## config.mk

```make
export PLATFORM = sky130hd
export DESIGN_NAME = rtx_fifo
export DESIGN_NICKNAME = d
export VERILOG_FILES = /design/src/rtl/rtx_fifo_pkg.sv /design/src/rtl/rtx_fifo_seq.sv /design/src/rtl/rtx_fifo_ctrl.sv /design/src/rtl/rtx_fifo_dp.sv /design/src/rtl/rtx_fifo.sv
export SDC_FILE = /design/constraint.sdc
export NUM_CORES = 1
export LEC_CHECK = 0
export ABC_AREA = 1
export CELL_PAD_IN_SITES_DETAIL_PLACEMENT = 1
export CELL_PAD_IN_SITES_GLOBAL_PLACEMENT = 1
export CORE_UTILIZATION = 35
export DETAILED_ROUTE_END_ITERATION = 10
export PLACE_DENSITY_LB_ADDON = 0.1
export SLEW_MARGIN = 20
export SYNTH_ARGS = -nofsm -noshare
export SYNTH_HDL_FRONTEND = slang
export SYNTH_SLANG_ARGS = --single-unit
```

## constraint.sdc

```tcl
create_clock -name clk -period 2.5 [get_ports clk]
set_clock_uncertainty 0.05 [all_clocks]
set_input_delay 0.25 -clock clk [delete_from_list [all_inputs] [get_ports clk]]
set_output_delay 0.25 -clock clk [all_outputs]
set_load 0.01 [all_outputs]
```

## src/rtl/rtx_fifo_pkg.sv

```systemverilog
package rtx_fifo_pkg;
  // Strobes from the pointer control into the storage datapath.
  typedef struct packed {
    logic push;
    logic pop;
  } fifoStrobe_t;
endpackage

```

## src/rtl/rtx_fifo_seq.sv

```systemverilog
module rtx_fifo_seq #(
  parameter int RECOVER_CYC = 2
) (
  input  logic clk,
  input  logic rstN,
  input  logic rtxN,
  input  logic rdEn,
  input  logic atLimit,
  output logic rewind,
  output logic rdLocked,
  output logic rdLockErr,
  output logic rtxLimitErr
);
  localparam int LOCK_W = $clog2(RECOVER_CYC + 1);

  logic              rtxPrev;
  logic              inRtx;
  logic [LOCK_W-1:0] lockCnt;
  logic              request;
  logic              accept;
  logic              holding;

  // A request is the first low sample of rtxN after a high sample.
  assign request  = ~rtxN & rtxPrev;
  assign accept   = request & ~atLimit;
  assign holding  = ~rtxN & (accept | inRtx);
  assign rdLocked = holding | (lockCnt != '0);
  assign rewind   = accept;

  always_ff @(posedge clk or negedge rstN) begin
    if (!rstN) begin
      rtxPrev     <= 1'b1;
      inRtx       <= 1'b0;
      lockCnt     <= '0;
      rdLockErr   <= 1'b0;
      rtxLimitErr <= 1'b0;
    end else begin
      rtxPrev <= rtxN;
      if (holding) begin
        lockCnt <= LOCK_W'(RECOVER_CYC);
      end else if (lockCnt != '0) begin
        lockCnt <= lockCnt - 1'b1;
      end
      if (accept) begin
        inRtx <= 1'b1;
      end else if (rtxN) begin
        inRtx <= 1'b0;
      end
      rdLockErr   <= rdEn & rdLocked;
      rtxLimitErr <= request & atLimit;
    end
  end
endmodule

```

## src/rtl/rtx_fifo_ctrl.sv

```systemverilog
module rtx_fifo_ctrl
  import rtx_fifo_pkg::*;
#(
  parameter int DEPTH = 16
) (
  input  logic                       clk,
  input  logic                       rstN,
  input  logic                       wrEn,
  input  logic                       rdEn,
  input  logic                       rdLocked,
  input  logic                       rewind,
  output fifoStrobe_t                strobe,
  output logic [$clog2(DEPTH)-1:0]   wrAddr,
  output logic [$clog2(DEPTH)-1:0]   rdAddr,
  output logic [$clog2(DEPTH):0]     wrPtr,
  output logic [$clog2(DEPTH):0]     rdPtr,
  output logic                       full,
  output logic                       empty,
  output logic                       atLimit
);
  localparam int ADDR_W = $clog2(DEPTH);
  localparam int PTR_W  = ADDR_W + 1;
  localparam int CNT_W  = $clog2(DEPTH + 1);
  localparam int LIMIT  = DEPTH - 2;

  logic [PTR_W-1:0] occupancy;
  logic [CNT_W-1:0] wrCount;

  assign occupancy = wrPtr - rdPtr;
  assign full      = (occupancy == PTR_W'(DEPTH));
  assign empty     = (occupancy == '0);
  assign atLimit   = (wrCount >= CNT_W'(LIMIT));

  assign strobe.push = wrEn & ~full;
  assign strobe.pop  = rdEn & ~empty & ~rdLocked;
  assign wrAddr      = wrPtr[ADDR_W-1:0];
  assign rdAddr      = rdPtr[ADDR_W-1:0];

  always_ff @(posedge clk or negedge rstN) begin
    if (!rstN) begin
      wrPtr   <= '0;
      rdPtr   <= '0;
      wrCount <= '0;
    end else begin
      if (strobe.push) begin
        wrPtr <= wrPtr + 1'b1;
        if (!atLimit) wrCount <= wrCount + 1'b1;
      end
      if (rewind) begin
        rdPtr <= '0;
      end else if (strobe.pop) begin
        rdPtr <= rdPtr + 1'b1;
      end
    end
  end
endmodule

```

## src/rtl/rtx_fifo_dp.sv

```systemverilog
module rtx_fifo_dp
  import rtx_fifo_pkg::*;
#(
  parameter int DATA_W = 8,
  parameter int DEPTH  = 16
) (
  input  logic                     clk,
  input  logic                     rstN,
  input  fifoStrobe_t              strobe,
  input  logic [$clog2(DEPTH)-1:0] wrAddr,
  input  logic [$clog2(DEPTH)-1:0] rdAddr,
  input  logic [DATA_W-1:0]        wrData,
  output logic [DATA_W-1:0]        rdData
);
  logic [DATA_W-1:0] store [DEPTH];

  always_ff @(posedge clk) begin
    if (strobe.push) store[wrAddr] <= wrData;
  end

  always_ff @(posedge clk or negedge rstN) begin
    if (!rstN) begin
      rdData <= '0;
    end else if (strobe.pop) begin
      rdData <= store[rdAddr];
    end
  end
endmodule

```

## src/rtl/rtx_fifo.sv

```systemverilog
module rtx_fifo
  import rtx_fifo_pkg::*;
#(
  parameter int DATA_W      = 8,
  parameter int DEPTH       = 16,
  parameter int RECOVER_CYC = 2
) (
  input  logic              clk,
  input  logic              rstN,
  input  logic              wrEn,
  input  logic [DATA_W-1:0] wrData,
  input  logic              rdEn,
  output logic [DATA_W-1:0] rdData,
  input  logic              rtxN,
  output logic              full,
  output logic              empty,
  output logic              rdLockErr,
  output logic              rtxLimitErr
);
  localparam int ADDR_W = $clog2(DEPTH);

  fifoStrobe_t       strobe;
  logic [ADDR_W-1:0] wrAddr;
  logic [ADDR_W-1:0] rdAddr;
  logic [ADDR_W:0]   wrPtr;
  logic [ADDR_W:0]   rdPtr;
  logic              rewind;
  logic              rdLocked;
  logic              atLimit;

  rtx_fifo_seq #(.RECOVER_CYC(RECOVER_CYC)) seqInst (
    .clk(clk), .rstN(rstN), .rtxN(rtxN), .rdEn(rdEn), .atLimit(atLimit),
    .rewind(rewind), .rdLocked(rdLocked), .rdLockErr(rdLockErr),
    .rtxLimitErr(rtxLimitErr)
  );

  rtx_fifo_ctrl #(.DEPTH(DEPTH)) ctrlInst (
    .clk(clk), .rstN(rstN), .wrEn(wrEn), .rdEn(rdEn), .rdLocked(rdLocked),
    .rewind(rewind), .strobe(strobe), .wrAddr(wrAddr), .rdAddr(rdAddr),
    .wrPtr(wrPtr), .rdPtr(rdPtr), .full(full), .empty(empty), .atLimit(atLimit)
  );

  rtx_fifo_dp #(.DATA_W(DATA_W), .DEPTH(DEPTH)) dpInst (
    .clk(clk), .rstN(rstN), .strobe(strobe), .wrAddr(wrAddr), .rdAddr(rdAddr),
    .wrData(wrData), .rdData(rdData)
  );
endmodule

```

==> qor.txt <==
DIE AREA -> 21400 µm²
reg2reg path depth -> 12
core area -> 20300 µm²
diodes inserted -> 0
Tmin final -> 2.40 ns
Tcrit/Tclk final -> 95.9%
die width -> 146 µm
Detailed Route WL -> 19000 µm
CTS clock-pin slew for the worst setup and hold paths -> 0.06 ns
Yosys cell types -> 31
TritonCTS Sinks -> 157
vias -> 5010
RSZ-0062 raised after global routing -> no
Max Slew Vio Count -> 0
Root Buffer Master -> clkbuf_16
synth cell count leaders -> nand2_1, edfxtp_1, inv_1, nand3_1, dfrtp_1
final hold violation count -> 0
drt pass-1 iters -> 4
endpoints failing setup -> 0
Die Ht -> 146 µm
maxcap violations -> 0
Crit Path Max Fanout -> 6
post-DP HPWL -> 12900 µm
post-synthesis async set-or-reset flop share -> 18.5%
CTS buffer count -> 17
Slew @ Worst Pin -> 0.566 ns
Routed Antenna Nets -> 0
Most used DFF post-synth -> edfxtp_1
Net Count, Synth -> 771
Min Hold Slack -> 0.173 ns
H-tree levels -> 4
Worst-Skew Late Latency -> 0.43 ns
worst vdd ir -> 0.526 mV
cell with the most instances after synthesis -> nand2_1
Mapped Cells -> 746
Synth area leaders -> edfxtp_1, nand2_1, dfrtp_1
cell leakage power -> 3.87 nW
Remaining Overflow, GRT -> 0
run status -> finished, final reports clean
Pwr Total -> 10.1 mW
# rows -> 52
hold crit path type -> input pin to async pin
r2r setup slk -> 0.19 ns
Finished Cell Area -> 8790 µm²
RePlAce Congestion -> 0.783
#FFs+latches synth -> 157
dominant cell type by area after synthesis -> edfxtp_1
Clock Path Buffers -> 2
global-route wire length before repair -> 30400 µm
WP data arrival -> 2.10 ns
WL per Instance -> 17.5 µm
reg2reg end -> dpInst.store[15][7]
Via-to-Cell Ratio -> 4.62
Mapped Avg Cell Area -> 9.77 µm²
fmax -> 0.417 GHz
total track usage -> 19.0%
Starting DRT DRC Count -> 300
Area after DPL -> 8090 µm²
kind of critical path -> flip-flop to output pin
Setup crit end kind -> output pin
Port Buffers -> 24
layout cell share with drive strength beyond 1 -> 15.1%
CP Capture Point -> full
Post-synth EDFFs -> 128
number of remaining DRC errors -> 0
effective utilization at floorplan -> 35.9%
Ys Warns -> 0
CP required -> 2.20 ns
initial antenna violation count -> 0
Area Growth Syn to Fin -> 20.7%
synthesized cell area -> 7290 µm²
Slew HR -> 62.3%
Seq/Total Area, Yosys -> 62.7%
vias in the first global route -> 5348
post-synth top area share -> 52.8%
startpoint types -> flip-flop
largest net degree at the start of global routing -> 44
Hold Buf Count CTS -> 0
Final nets -> 827
CTS tree -> yes
reg2reg start -> ctrlInst.rdPtr[3]
fill count -> 2310
Top Ports -> 25
PwrDens -> 1150 nW/µm²
crit path launch -> ctrlInst.rdPtr[2]
-- worst min-delay path by stage --
stage                                    from  slack [ns]             endpoint  cells past startpoint
after floorplan                          rstN        -0.1    ctrlInst.rdPtr[0]                      0
after global placement    ctrlInst.wrCount[3]        0.40  ctrlInst.wrCount[3]                      2
after detailed placement  ctrlInst.wrCount[3]        0.41  ctrlInst.wrCount[3]                      2
after CTS                                rstN        0.17    seqInst.rdLockErr                      2
after global routing                     rstN        0.19    seqInst.rdLockErr                      2
final                                    rstN        0.17    seqInst.rdLockErr                      2
-- cell families after synthesis --
| kind of cell | count (synthesis) | synth area share, % |
|---|---|---|
| flops | 157 | 62.7 |
| buf+inv | 138 | 8.02 |
| compound gates | 14 | 0.996 |
| simple gates | 415 | 25.0 |
| fa+ha+maj | 12 | 2.06 |
| xor+xnor | 10 | 1.20 |
-- registers in the layout (all words and copies together) (netlist names) --
signal / count
seqInst.rtxLimitErr: 1
seqInst.inRtx: 1
seqInst.rtxPrev: 1
ctrlInst.rdPtr: 5
dpInst.rdData: 8
ctrlInst.wrPtr: 5
ctrlInst.wrCount: 5
dpInst.store: 128
seqInst.rdLockErr: 1
seqInst.lockCnt: 2
-- per-layer routing --
metal  vias to the layer above  part of all wire [%]  track usage [%]
met5                         -                     0                0
met2                        68                    47             30.1
met1                      2421                    49             27.2
li1                       2510                     -                -
met4                         0                  0.91             5.00
met3                        11                   3.2             3.03
-- critical path, cell delays in order (launching register included) --
cell	delay [ns]
dfrtp_1	0.37
clkinv_2	0.09
ha_4	0.26
or2_1	0.24
nand3_2	0.08
nand2_2	0.06
nor2_4	0.11
buf_4	0.12
nand2_2	0.06
inv_1	0.05
clkdlybuf4s15_1	0.23
-- cells in the final DEF, fill, tap and decap left out, drive strengths merged --
master	netlist	final
ha	12	12
dfstp	1	1
o21ai	10	10
clkdlybuf4s50	0	22
a21oi	3	3
nand4	6	6
buf	24	44
xor2	6	6
o211ai	1	1
edfxtp	128	128
nand3	91	91
inv	105	108
bufinv	0	5
xnor2	4	4
or2	1	1
clkinvlp	0	1
clkbuf	7	19
clkinv	2	6
nor2	23	23
dfrtp	28	28
dlygate4sd2	0	1
clkdlybuf4s15	0	1
nand2	278	278
nor3	16	16
-- through the flow --
step	instances	utilization (%)	TNS (ns)	setup WS [ns]
after floorplan	746	-	-3.14	-0.0293
after global placement	1050	39.8	0	0.196
after detailed placement	1050	39.8	0	0.135
after CTS	1084	43.2	0	0.00483
after global routing	1085	43.3	0	0.0190
final	1085	43.3	0	0.102
-- area by class of cell --
| type | instances | area, µm² | area share [%] |
|---|---|---|---|
| Tap cell | 270 | 338 | 3.84 |
| Inverter | 107 | 403 | 4.58 |
| Timing Repair Buffer | 68 | 582 | 6.62 |
| Multi-Input combinational cell | 451 | 2250 | 25.6 |
| Clock inverter | 13 | 213 | 2.42 |
| Sequential cell | 157 | 4570 | 52.0 |
| Clock buffer | 19 | 433 | 4.92 |
-- where the power goes --
part	leakage, nW	internal [mW]	switching (mW)	total [mW]
registers	1.52	3.18	0.158	3.34
clock network	0.311	1.78	1.07	2.86
logic	2.04	1.33	2.59	3.93
-- timing repair --
item | CTS | global route
pin swaps | 1 | 1
endpoints found under the hold margin | 0 | 0
gates resized for setup | 6 | 4
setup endpoints to repair | 2 | 10
buffers inserted | 2 | 1
No activity file was read; power rests on OpenSTA's default activity.
